`config.mk`:
```
export PLATFORM = sky130hd
export DESIGN_NAME = gated_timer16
export DESIGN_NICKNAME = d
export VERILOG_FILES = /design/src/rtl/gtmr_pkg.sv /design/src/rtl/gtmr_insync.sv /design/src/rtl/gtmr_presc.sv /design/src/rtl/gtmr_count.sv /design/src/rtl/gated_timer16.sv
export SDC_FILE = /design/constraint.sdc
export NUM_CORES = 1
export LEC_CHECK = 0
export ABC_CLOCK_PERIOD_IN_PS = 8050
export CAP_MARGIN = 20
export CORE_MARGIN = 5
export CORE_UTILIZATION = 59
export DETAILED_ROUTE_END_ITERATION = 12
export PLACE_DENSITY = 0.85
export SYNTH_ARGS = -nofsm -noshare
export SYNTH_HDL_FRONTEND = slang
export SYNTH_HIERARCHICAL = 1
export SYNTH_SLANG_ARGS = --single-unit
```
`constraint.sdc`:
```
create_clock -name clk -period 8.05 [get_ports clk]
set_input_delay 2.415 -clock clk [delete_from_list [all_inputs] [get_ports clk]]
set_output_delay 2.415 -clock clk [all_outputs]
set_load 0.1 [all_outputs]
```
`src/rtl/gtmr_pkg.sv`:
```
package gtmr_pkg;
   parameter int unsigned PS_W = 2;

   typedef struct packed {
      logic            gate_en;
      logic [PS_W-1:0] ps;
      logic            async_sel;
      logic            ext_sel;
      logic            run;
   } tmr_ctrl_t;

   localparam int unsigned CTRL_W = $bits(tmr_ctrl_t);
endpackage

```
`src/rtl/gtmr_insync.sv`:
```
module gtmr_insync #(
   parameter int unsigned STAGES  = 2,
   parameter logic        RST_VAL = 1'b0
) (
   input  logic clk,
   input  logic rst_n,
   input  logic raw,
   input  logic bypass,
   output logic lvl
);
   logic              cap_q;
   logic [STAGES-1:0] chain_q;

   initial begin
      assert (STAGES >= 1) else $fatal(1, "gtmr_insync: STAGES must be at least 1");
   end

   always_ff @(posedge clk or negedge rst_n) begin
      if (!rst_n) cap_q <= RST_VAL;
      else        cap_q <= raw;
   end

   generate
      if (STAGES == 1) begin : g_one
         always_ff @(posedge clk or negedge rst_n) begin
            if (!rst_n) chain_q <= RST_VAL;
            else        chain_q <= cap_q;
         end
      end else begin : g_many
         always_ff @(posedge clk or negedge rst_n) begin
            if (!rst_n) chain_q <= {STAGES{RST_VAL}};
            else        chain_q <= {chain_q[STAGES-2:0], cap_q};
         end
      end
   endgenerate

   assign lvl = bypass ? cap_q : chain_q[STAGES-1];
endmodule

```
`src/rtl/gtmr_presc.sv`:
```
module gtmr_presc #(
   parameter int unsigned PS_W = gtmr_pkg::PS_W
) (
   input  logic            clk,
   input  logic            rst_n,
   input  logic            tick,
   input  logic            clr,
   input  logic [PS_W-1:0] ps,
   output logic            inc
);
   localparam int unsigned DIV_W = (1 << PS_W) - 1;

   logic [DIV_W-1:0] pre_q;
   logic [DIV_W-1:0] mask;

   initial begin
      assert (PS_W >= 1 && PS_W <= 4) else $fatal(1, "gtmr_presc: PS_W out of range");
   end

   always_comb begin
      for (int b = 0; b < DIV_W; b++) mask[b] = (int'(ps) > b);
   end

   assign inc = tick && ((pre_q & mask) == mask);

   always_ff @(posedge clk or negedge rst_n) begin
      if (!rst_n)    pre_q <= '0;
      else if (clr)  pre_q <= '0;
      else if (tick) pre_q <= pre_q + 1'b1;
   end

   // a count load leaves no partial prescale behind
   p_presc_cleared_r8: assert property (@(posedge clk) disable iff (!rst_n)
      clr |=> (pre_q == '0));
endmodule

```
`src/rtl/gtmr_count.sv`:
```
module gtmr_count #(
   parameter  int unsigned CNT_W  = 16,
   parameter  int unsigned BYTE_W = 8,
   localparam int unsigned NB     = CNT_W / BYTE_W
) (
   input  logic              clk,
   input  logic              rst_n,
   input  logic              inc,
   input  logic [NB-1:0]     wr_lane,
   input  logic [BYTE_W-1:0] wdata,
   input  logic              flag_clr,
   output logic [CNT_W-1:0]  cnt,
   output logic              flag
);
   logic [CNT_W-1:0] wmask;
   logic [CNT_W-1:0] wfill;
   logic [CNT_W-1:0] cnt_q;
   logic [CNT_W-1:0] cnt_d;
   logic             flag_q;
   logic             wrap;

   initial begin
      assert (CNT_W % BYTE_W == 0) else $fatal(1, "gtmr_count: CNT_W must be whole bytes");
   end

   genvar i;
   generate
      for (i = 0; i < NB; i++) begin : g_lane
         assign wmask[i*BYTE_W +: BYTE_W] = {BYTE_W{wr_lane[i]}};
         assign wfill[i*BYTE_W +: BYTE_W] = wdata;
      end
   endgenerate

   always_comb begin
      if (|wr_lane)  cnt_d = (cnt_q & ~wmask) | (wfill & wmask);
      else if (inc)  cnt_d = cnt_q + 1'b1;
      else           cnt_d = cnt_q;
   end

   assign wrap = inc && !(|wr_lane) && (&cnt_q);

   always_ff @(posedge clk or negedge rst_n) begin
      if (!rst_n) begin
         cnt_q  <= '0;
         flag_q <= 1'b0;
      end else begin
         cnt_q <= cnt_d;
         if (wrap)          flag_q <= 1'b1;
         else if (flag_clr) flag_q <= 1'b0;
      end
   end

   assign cnt  = cnt_q;
   assign flag = flag_q;

   p_wrap_sets_flag_r3: assert property (@(posedge clk) disable iff (!rst_n)
      (inc && !(|wr_lane) && (cnt_q == '1)) |=> (flag_q && (cnt_q == '0)));

   p_flag_sticky_r3: assert property (@(posedge clk) disable iff (!rst_n)
      (flag_q && !flag_clr) |=> flag_q);

   p_single_step_r5: assert property (@(posedge clk) disable iff (!rst_n)
      (inc && !(|wr_lane)) |=> (cnt_q == CNT_W'($past(cnt_q) + 1'b1)));
endmodule

```
`src/rtl/gated_timer16.sv`:
```
module gated_timer16
   import gtmr_pkg::*;
#(
   parameter  int unsigned CNT_W       = 16,
   parameter  int unsigned BYTE_W      = 8,
   parameter  int unsigned SYNC_STAGES = 2,
   localparam int unsigned NB          = CNT_W / BYTE_W,
   localparam int unsigned ADDR_W      = $clog2(NB + 2)
) (
   input  logic              clk,
   input  logic              rst_n,
   input  logic [ADDR_W-1:0] bus_addr,
   input  logic              bus_wr,
   input  logic [BYTE_W-1:0] bus_wdata,
   output logic [BYTE_W-1:0] bus_rdata,
   input  logic              ext_clk_in,
   input  logic              gate_n_in,
   output logic              ovf_flag
);
   tmr_ctrl_t        ctrl_q;
   tmr_ctrl_t        ctrl_new;
   logic [NB-1:0]    lane_wr;
   logic             cnt_wr;
   logic             ctrl_wr;
   logic             flag_wr;
   logic             run_start;
   logic             ext_lvl;
   logic             ext_prev_q;
   logic             ext_rise;
   logic             ext_fall;
   logic             armed_q;
   logic             gate_lvl;
   logic             gate_open;
   logic             src_tick;
   logic             tick;
   logic             inc;
   logic [CNT_W-1:0] cnt;
   logic             flag;

   initial begin
      assert (BYTE_W >= CTRL_W) else $fatal(1, "gated_timer16: control does not fit a byte");
      assert (CNT_W % BYTE_W == 0) else $fatal(1, "gated_timer16: CNT_W must be whole bytes");
   end

   // register decode
   always_comb begin
      for (int i = 0; i < NB; i++) lane_wr[i] = bus_wr && (bus_addr == ADDR_W'(i));
   end
   assign cnt_wr    = |lane_wr;
   assign ctrl_wr   = bus_wr && (bus_addr == ADDR_W'(NB));
   assign flag_wr   = bus_wr && (bus_addr == ADDR_W'(NB + 1));
   assign ctrl_new  = tmr_ctrl_t'(bus_wdata[CTRL_W-1:0]);
   assign run_start = ctrl_wr && ctrl_new.run && !ctrl_q.run;

   always_ff @(posedge clk or negedge rst_n) begin
      if (!rst_n)       ctrl_q <= '0;
      else if (ctrl_wr) ctrl_q <= ctrl_new;
   end

   // external source: capture, optional resync, edge detect
   gtmr_insync #(.STAGES(SYNC_STAGES), .RST_VAL(1'b0)) u_ext_sync (
      .clk    (clk),
      .rst_n  (rst_n),
      .raw    (ext_clk_in),
      .bypass (ctrl_q.async_sel),
      .lvl    (ext_lvl)
   );

   always_ff @(posedge clk or negedge rst_n) begin
      if (!rst_n) ext_prev_q <= 1'b0;
      else        ext_prev_q <= ext_lvl;
   end
   assign ext_rise = ext_lvl && !ext_prev_q;
   assign ext_fall = !ext_lvl && ext_prev_q;

   // first-edge rule: a falling edge must precede any counted rising edge
   always_ff @(posedge clk or negedge rst_n) begin
      if (!rst_n)                     armed_q <= 1'b0;
      else if (cnt_wr || run_start)   armed_q <= 1'b0;
      else if (ext_fall)              armed_q <= 1'b1;
   end

   // gate input, always resynchronised, idles high
   gtmr_insync #(.STAGES(SYNC_STAGES), .RST_VAL(1'b1)) u_gate_sync (
      .clk    (clk),
      .rst_n  (rst_n),
      .raw    (gate_n_in),
      .bypass (1'b0),
      .lvl    (gate_lvl)
   );

   assign gate_open = !ctrl_q.gate_en || !gate_lvl;
   assign src_tick  = ctrl_q.ext_sel ? (ext_rise && armed_q) : 1'b1;
   assign tick      = ctrl_q.run && gate_open && src_tick;

   gtmr_presc #(.PS_W(PS_W)) u_presc (
      .clk   (clk),
      .rst_n (rst_n),
      .tick  (tick),
      .clr   (cnt_wr),
      .ps    (ctrl_q.ps),
      .inc   (inc)
   );

   gtmr_count #(.CNT_W(CNT_W), .BYTE_W(BYTE_W)) u_count (
      .clk      (clk),
      .rst_n    (rst_n),
      .inc      (inc),
      .wr_lane  (lane_wr),
      .wdata    (bus_wdata),
      .flag_clr (flag_wr && !bus_wdata[0]),
      .cnt      (cnt),
      .flag     (flag)
   );

   always_comb begin
      bus_rdata = '0;
      for (int i = 0; i < NB; i++) begin
         if (bus_addr == ADDR_W'(i)) bus_rdata = cnt[i*BYTE_W +: BYTE_W];
      end
      if (bus_addr == ADDR_W'(NB))     bus_rdata = BYTE_W'(ctrl_q);
      if (bus_addr == ADDR_W'(NB + 1)) bus_rdata = BYTE_W'(flag);
   end

   assign ovf_flag = flag;

   p_hold_when_off_r4: assert property (@(posedge clk) disable iff (!rst_n)
      (!ctrl_q.run && !cnt_wr) |=> $stable(cnt));

   p_gate_closed_r6: assert property (@(posedge clk) disable iff (!rst_n)
      (ctrl_q.run && ctrl_q.gate_en && gate_lvl && !cnt_wr) |=> $stable(cnt));

   p_unarmed_no_inc_r9: assert property (@(posedge clk) disable iff (!rst_n)
      (ctrl_q.ext_sel && !armed_q) |-> !inc);
endmodule

```
==> results.json, run 1 <==
{
  "synth_edf_count": 0,
  "layout-drive-gt1-share": 0.181,
  "drtPass1Iterations": 5,
  "nFillCells": 243,
  "overflow": 0,
  "htree_levels": 2,
  "seqPwrFrac": 0.475,
  "synth_nets": 194,
  "synthCells": 177,
  "hold_class": "reg2reg",
  "use_met2": 0.305,
  "vdd_drop_max_mv": 0.142,
  "worstSetupStartpoint": "bus_addr[0]",
  "async_reset_ff_frac": 1.00,
  "cts.hold.buffers_added": 0,
  "power_frac_clock": 0.192,
  "die_h_um": 66.3,
  "internal_power_uw": 309,
  "stdcell_area_um2": 2170,
  "worstMarginPinSlew_ns": 1.10,
  "setup_violations": 0,
  "avgViaCountPerCell": 5.91,
  "path_class": "in2out",
  "p_leak_uw": 0.000867,
  "dieArea_um2": 4390,
  "crit_required_ns": 5.64,
  "root_buffer": "clkbuf_4",
  "cellPowerDensity_nw_per_um2": 240,
  "post-route-drc-count": 0,
  "n_antenna_cell": 0,
  "swShare": 0.406,
  "grt_pass1_wl_um": 6820,
  "area_delta_synth_final_pct": 16.2,
  "critical_path.endpoint": "bus_rdata[1]",
  "dp_hpwl_um": 3000,
  "period_share": 0.808,
  "maxCapViolCount": 0,
  "endpoint_kind": "primary output",
  "r2r-start": "ctrl_q[2]$_DFFE_PN0P_",
  "ctsResizeCount": 0,
  "setup_tns_ns": 0,
  "regArea_um2": 855,
  "fin_skew_ns": 0.0109,
  "io_pins": 24,
  "synthFlopType": "dfrtp_1",
  "rows": 20,
  "ys_seq_area_frac": 0.457,
  "grt_max_degree": 35,
  "top_usage_layer": "met2",
  "post-cts-setup-buffers": 0,
  "crit_fanout": 14,
  "synth_warnings": 6,
  "multi_input_area_um2": 950,
  "synth.avg_cell_area_um2": 10.6,
  "grt_use_met1": 0.287,
  "ant_nets": 0,
  "vias": 1466,
  "synth.distinct_cells": 45,
  "relSlewSlack": 0.267,
  "clockBufferDepth": 2,
  "ys_seq_elements": 34,
  "min_delay_path_depth": 0,
  "r2r_slack_ns": 4.74,
  "cts_tree": "yes",
  "place_area_um2": 2110,
  "power.total_uw": 521,
  "initial_utilization": 0.612,
  "cts-buffers-inserted": 5,
  "routed_wirelength_um": 4110,
  "cts_sinks": 34,
  "ff2ff_path_depth": 9,
  "p_switching_uw": 211,
  "min_period_ns": 6.51,
  "antenna_found_initial": 0,
  "fmaxAchievable_mhz": 154,
  "clkTransAtPathRegs_ns": 0.11,
  "core_area_um2": 3050,
  "dr.first_iter.drc_count": 160,
  "wire_per_inst_um": 16.6,
  "die_x_um": 66.3,
  "gr-usage-met3": 0.0493,
  "clk_latency_ns": 0.35,
  "start_kind": "primary input",
  "hold_viol": 0,
  "outcome": "finished, final reports clean",
  "grt_setup_unrepaired": "no",
  "track_usage": 0.207,
  "grt_pass1_vias": 1407,
  "slew_viol_final": 0,
  "syn_area_um2": 1870,
  "nets": 220,
  "io_buffers": 23,
  "combinationalPowerShare": 0.332,
  "gp_congestion": 0.893,
  "cp_data_arrival_time_ns": 4.09
}
==> per-layer routing <==
metal,vias to the layer above,share of wire
met5,-,0
li1,685,-
met3,11,0.080
met2,65,0.44
met4,0,0.024
met1,705,0.46
==> worst min path at each step <==
stage	from	end	slack, ns
after floorplan	u_ext_sync/chain_q[0]$_DFF_PN0_	u_ext_sync/chain_q[1]$_DFF_PN0_	0.33
after global placement	u_ext_sync/chain_q[0]$_DFF_PN0_	u_ext_sync/chain_q[1]$_DFF_PN0_	0.34
after detailed placement	u_ext_sync/chain_q[0]$_DFF_PN0_	u_ext_sync/chain_q[1]$_DFF_PN0_	0.35
after CTS	u_gate_sync/chain_q[0]$_DFF_PN1_	u_gate_sync/chain_q[1]$_DFF_PN1_	0.36
after global routing	u_ext_sync/chain_q[0]$_DFF_PN0_	u_ext_sync/chain_q[1]$_DFF_PN0_	0.37
final	u_gate_sync/chain_q[0]$_DFF_PN1_	u_gate_sync/chain_q[1]$_DFF_PN1_	0.36
==> worst max-delay path: stages <==
cell and delay [ns]:
clkdlybuf4s50_1 0.81, nor2b_2 0.37, o2bb2ai_1 0.16, buf_4 0.32
==> layout make-up <==
cell class                      count  area share
Timing Repair Buffer               24       0.100
Multi-Input combinational cell    130       0.437
Tap cell                           44      0.0254
Clock inverter                      2     0.00576
Clock buffer                        6      0.0236
Sequential cell                    34       0.394
Inverter                            8      0.0138
==> stage by stage <==
step / setup slack [ns] / hold slack, ns / cells / utilization
CTS: 1.55 / 0.362 / 248 / 0.711
finish: 1.54 / 0.359 / 248 / 0.711
global route: 1.43 / 0.369 / 248 / 0.711
floorplan: 1.51 / 0.331 / 177 / -
detailed placement: 1.55 / 0.346 / 240 / 0.690
global placement: 1.61 / 0.341 / 240 / 0.690
==> layout by cell type (no fill, tap or decap), types with 2 or more instances in the layout <==
master and count:
xnor2_1 9, nand2_1 21, dfstp_2 3, clkbuf_4 5, mux2i_1 10, mux2_4 2
o2bb2ai_1 5, inv_1 8, buf_4 9, nor4_1 4, nor2b_1 5, o311ai_1 3
and4b_1 2, nor2_1 6, nand4_1 8, clkdlybuf4s50_1 15, ha_1 2, and2_1 2
xor2_1 5, o21ai_0 15, dfrtp_1 31, nor3_1 2, nand3_1 2, mux2_2 6
==> kinds of logic after synthesis <==
family                     count (synthesis)  share of synthesized area
AOI/OAI and AO/OA                         28                      0.102
muxes                                     19                      0.118
adders and majority gates                  2                     0.0134
DFF                                       34                      0.457
buffers and inverters                     13                     0.0342
xor gates and xnor gates                  14                     0.0656
and+or+nand+nor                           66                      0.208
other                                      1                    0.00201
==> synthesized netlist by cell type, types with 3 or more instances <==
library cell,number,area share
nand2_1,21,0.042
nor4_1,4,0.013
mux2_2,6,0.036
mux2i_1,10,0.054
nand4_1,8,0.027
inv_1,8,0.016
dfrtp_1,31,0.42
xor2_1,5,0.023
nor2_1,6,0.012
dfstp_2,3,0.042
o2bb2ai_1,5,0.023
o311ai_1,3,0.014
xnor2_1,9,0.042
nor2b_1,5,0.017
o21ai_0,15,0.040
==> power groups by stage <==
| stage | combinational [uW] | sequential (uW) | clock [uW] |
|---|---|---|---|
| 2_1_floorplan | 133 | 239 | 0 |
| 3_3_place_gp | 167 | 248 | 0 |
| 3_5_place_dp | 173 | 250 | 0 |
| 4_1_cts | 173 | 246 | 103 |
| 5_1_grt | 187 | 252 | 111 |
| 6_report | 173 | 247 | 100 |
Power figures use the tool's default switching activity.
==> run 2: changes to the inputs <==
- ABC_CLOCK_PERIOD_IN_PS: 8050 -> 6420
- CORE_UTILIZATION: 59 -> 55
- PLACE_DENSITY: 0.85 -> 0.8
- clock period: 8.05 -> 6.42 ns (I/O delays scaled with it)
==> run 2 against run 1 <==
  * Clock-buffer cell count is 1 higher
  * Global-route usage is 0.23 points lower
  * Register-to-register slack worse by 1.7 ns
  * Clock power is 65% higher
  * Total power is 33% higher
  * Non-clock buffer count is 1 higher
  * Critical endpoint is now bus_rdata[5]
  * Clock skew is 0.0021 ns lower
  * Highest routed layer unchanged
  * Worst setup slack worse by 0.69 ns
  * Die area is 6.2% higher
==> results.json, run 2 (same netlist as run 1, synthesis figures left out) <==
{
  "post-route-drc-count": 0,
  "crit_fanout": 14,
  "top_usage_layer": "met2",
  "internal_power_uw": 429,
  "layout_commonest_cell": "dfrtp_1",
  "cp_data_arrival_time_ns": 3.64,
  "nets": 221,
  "seqPwrFrac": 0.447,
  "wire_per_inst_um": 16.8,
  "worstMarginPinSlew_ns": 0.961,
  "cellPowerDensity_nw_per_um2": 315,
  "power.total_uw": 695,
  "root_buffer": "clkbuf_4",
  "rows": 21,
  "die_h_um": 68.3,
  "whs_ns": 0.370,
  "use_met2": 0.319,
  "vias": 1454,
  "vdd_drop_max_mv": 0.152,
  "setup_tns_ns": 0,
  "mostFrequentLayoutCells": "dfrtp_1, nand2_1, clkdlybuf4s50_1, o21ai_0",
  "gr-usage-met3": 0.0624,
  "clkTransAtPathRegs_ns": 0.10,
  "p_switching_uw": 266,
  "path_class": "in2out",
  "stdcell_count": 251,
  "grt_max_degree": 35,
  "die_x_um": 68.3,
  "clk_latency_ns": 0.34,
  "overflow": 0,
  "dp_hpwl_um": 3190,
  "cts_sinks": 34,
  "ctsResizeCount": 0,
  "gp_congestion": 0.922,
  "ant_nets": 0,
  "io_buffers": 23,
  "final_util": 0.665,
  "hold_viol": 0,
  "cp_slowest_stage_delay_ns": 0.82,
  "htree_levels": 2,
  "hold_class": "reg2reg",
  "clockBufferDepth": 2,
  "n_antenna_cell": 0,
  "io_pins": 24,
  "endpoint_kind": "primary output",
  "avgViaCountPerCell": 5.79,
  "dp.cells": 243,
  "fin_skew_ns": 0.00881,
  "core_area_um2": 3310,
  "power_frac_clock": 0.237,
  "p_leak_uw": 0.000884,
  "grt_pass1_vias": 1402,
  "relSlewSlack": 0.357,
  "period_share": 0.868,
  "grt_use_met1": 0.271,
  "cts-buffers-inserted": 5,
  "outcome": "finished, final reports clean",
  "worstPathCellList": "clkdlybuf4s50_1 -> nor2b_2 -> o2bb2ai_1 -> buf_4",
  "cts_tree": "yes",
  "area_delta_synth_final_pct": 17.9,
  "initial_utilization": 0.564,
  "antenna_found_initial": 0,
  "drtPass1Iterations": 4,
  "grt_setup_unrepaired": "no",
  "crit_required_ns": 4.49,
  "swShare": 0.382,
  "setup_violations": 0,
  "min_period_ns": 5.57,
  "cts.hold.buffers_added": 0,
  "maxCapViolCount": 0,
  "layout-drive-gt1-share": 0.180,
  "critPathSlowestCell": "clkdlybuf4s50_1",
  "start_kind": "primary input",
  "track_usage": 0.205,
  "post-cts-setup-buffers": 0,
  "routed_wirelength_um": 4220,
  "fmaxAchievable_mhz": 180,
  "dieArea_um2": 4660,
  "dr.first_iter.drc_count": 128,
  "grt_pass1_wl_um": 6800,
  "slew_viol_final": 0,
  "combinationalPowerShare": 0.316
}
[run 2: power by group through the flow]
stage	Clock (uW)	Sequential (uW)	Combinational, uW
after floorplan	0	300	167
after global placement	0	311	212
after detailed placement	0	314	220
after CTS	169	310	221
after global routing	177	317	237
final	165	311	219
[run 2: worst max-delay path, delay by kind of cell]
family	cells	cell delay, ns
buf+inv	2	1.15
simple gates	1	0.39
compound gates	1	0.18
[run 2: layout make-up]
class | count | area (um2)
multi-input cells | 130 | 950
flip-flops and latches | 34 | 855
inverters | 8 | 30.0
clock buffers | 7 | 55.1
repair buffers | 25 | 225
well taps | 46 | 57.6
fillers | 282 | 1110
clock inverters | 1 | 30.0
[run 2: path summary, 6_finish.rpt]
path	start	end	slack, ns	cells past startpoint
worst min register to register	u_gate_sync/chain_q[0]$_DFF_PN1_	u_gate_sync/chain_q[1]$_DFF_PN1_	0.37	0
worst max register to register	ctrl_q[2]$_DFFE_PN0P_	flip-flop	3.06	9
worst max-delay path	bus_addr[0]	bus_rdata[5]	0.85	4
worst min-delay path	u_gate_sync/chain_q[0]$_DFF_PN1_	u_gate_sync/chain_q[1]$_DFF_PN1_	0.37	0
min in group asynchronous	rst_n	u_presc/pre_q[0]$_DFFE_PN0P_	1.97	2
max in group asynchronous	rst_n	u_gate_sync/cap_q$_DFF_PN1_	4.12	2
[run 2: stage by stage]
stage | area [um2] | setup WS (ns)
final | 2200 | 0.850
after global routing | 2200 | 0.763
after CTS | 2200 | 0.856
after detailed placement | 2120 | 0.863
after global placement | 2120 | 0.933
after floorplan | 1870 | 0.862
[run 2: per-layer routing]
| metal | wire length, um | share of wire | vias up |
|---|---|---|---|
| li1 | - | - | 696 |
| met1 | 1850 | 0.44 | 695 |
| met4 | 55 | 0.013 | 0 |
| met3 | 358 | 0.085 | 5 |
| met5 | 0 | 0 | - |
| met2 | 1960 | 0.46 | 58 |
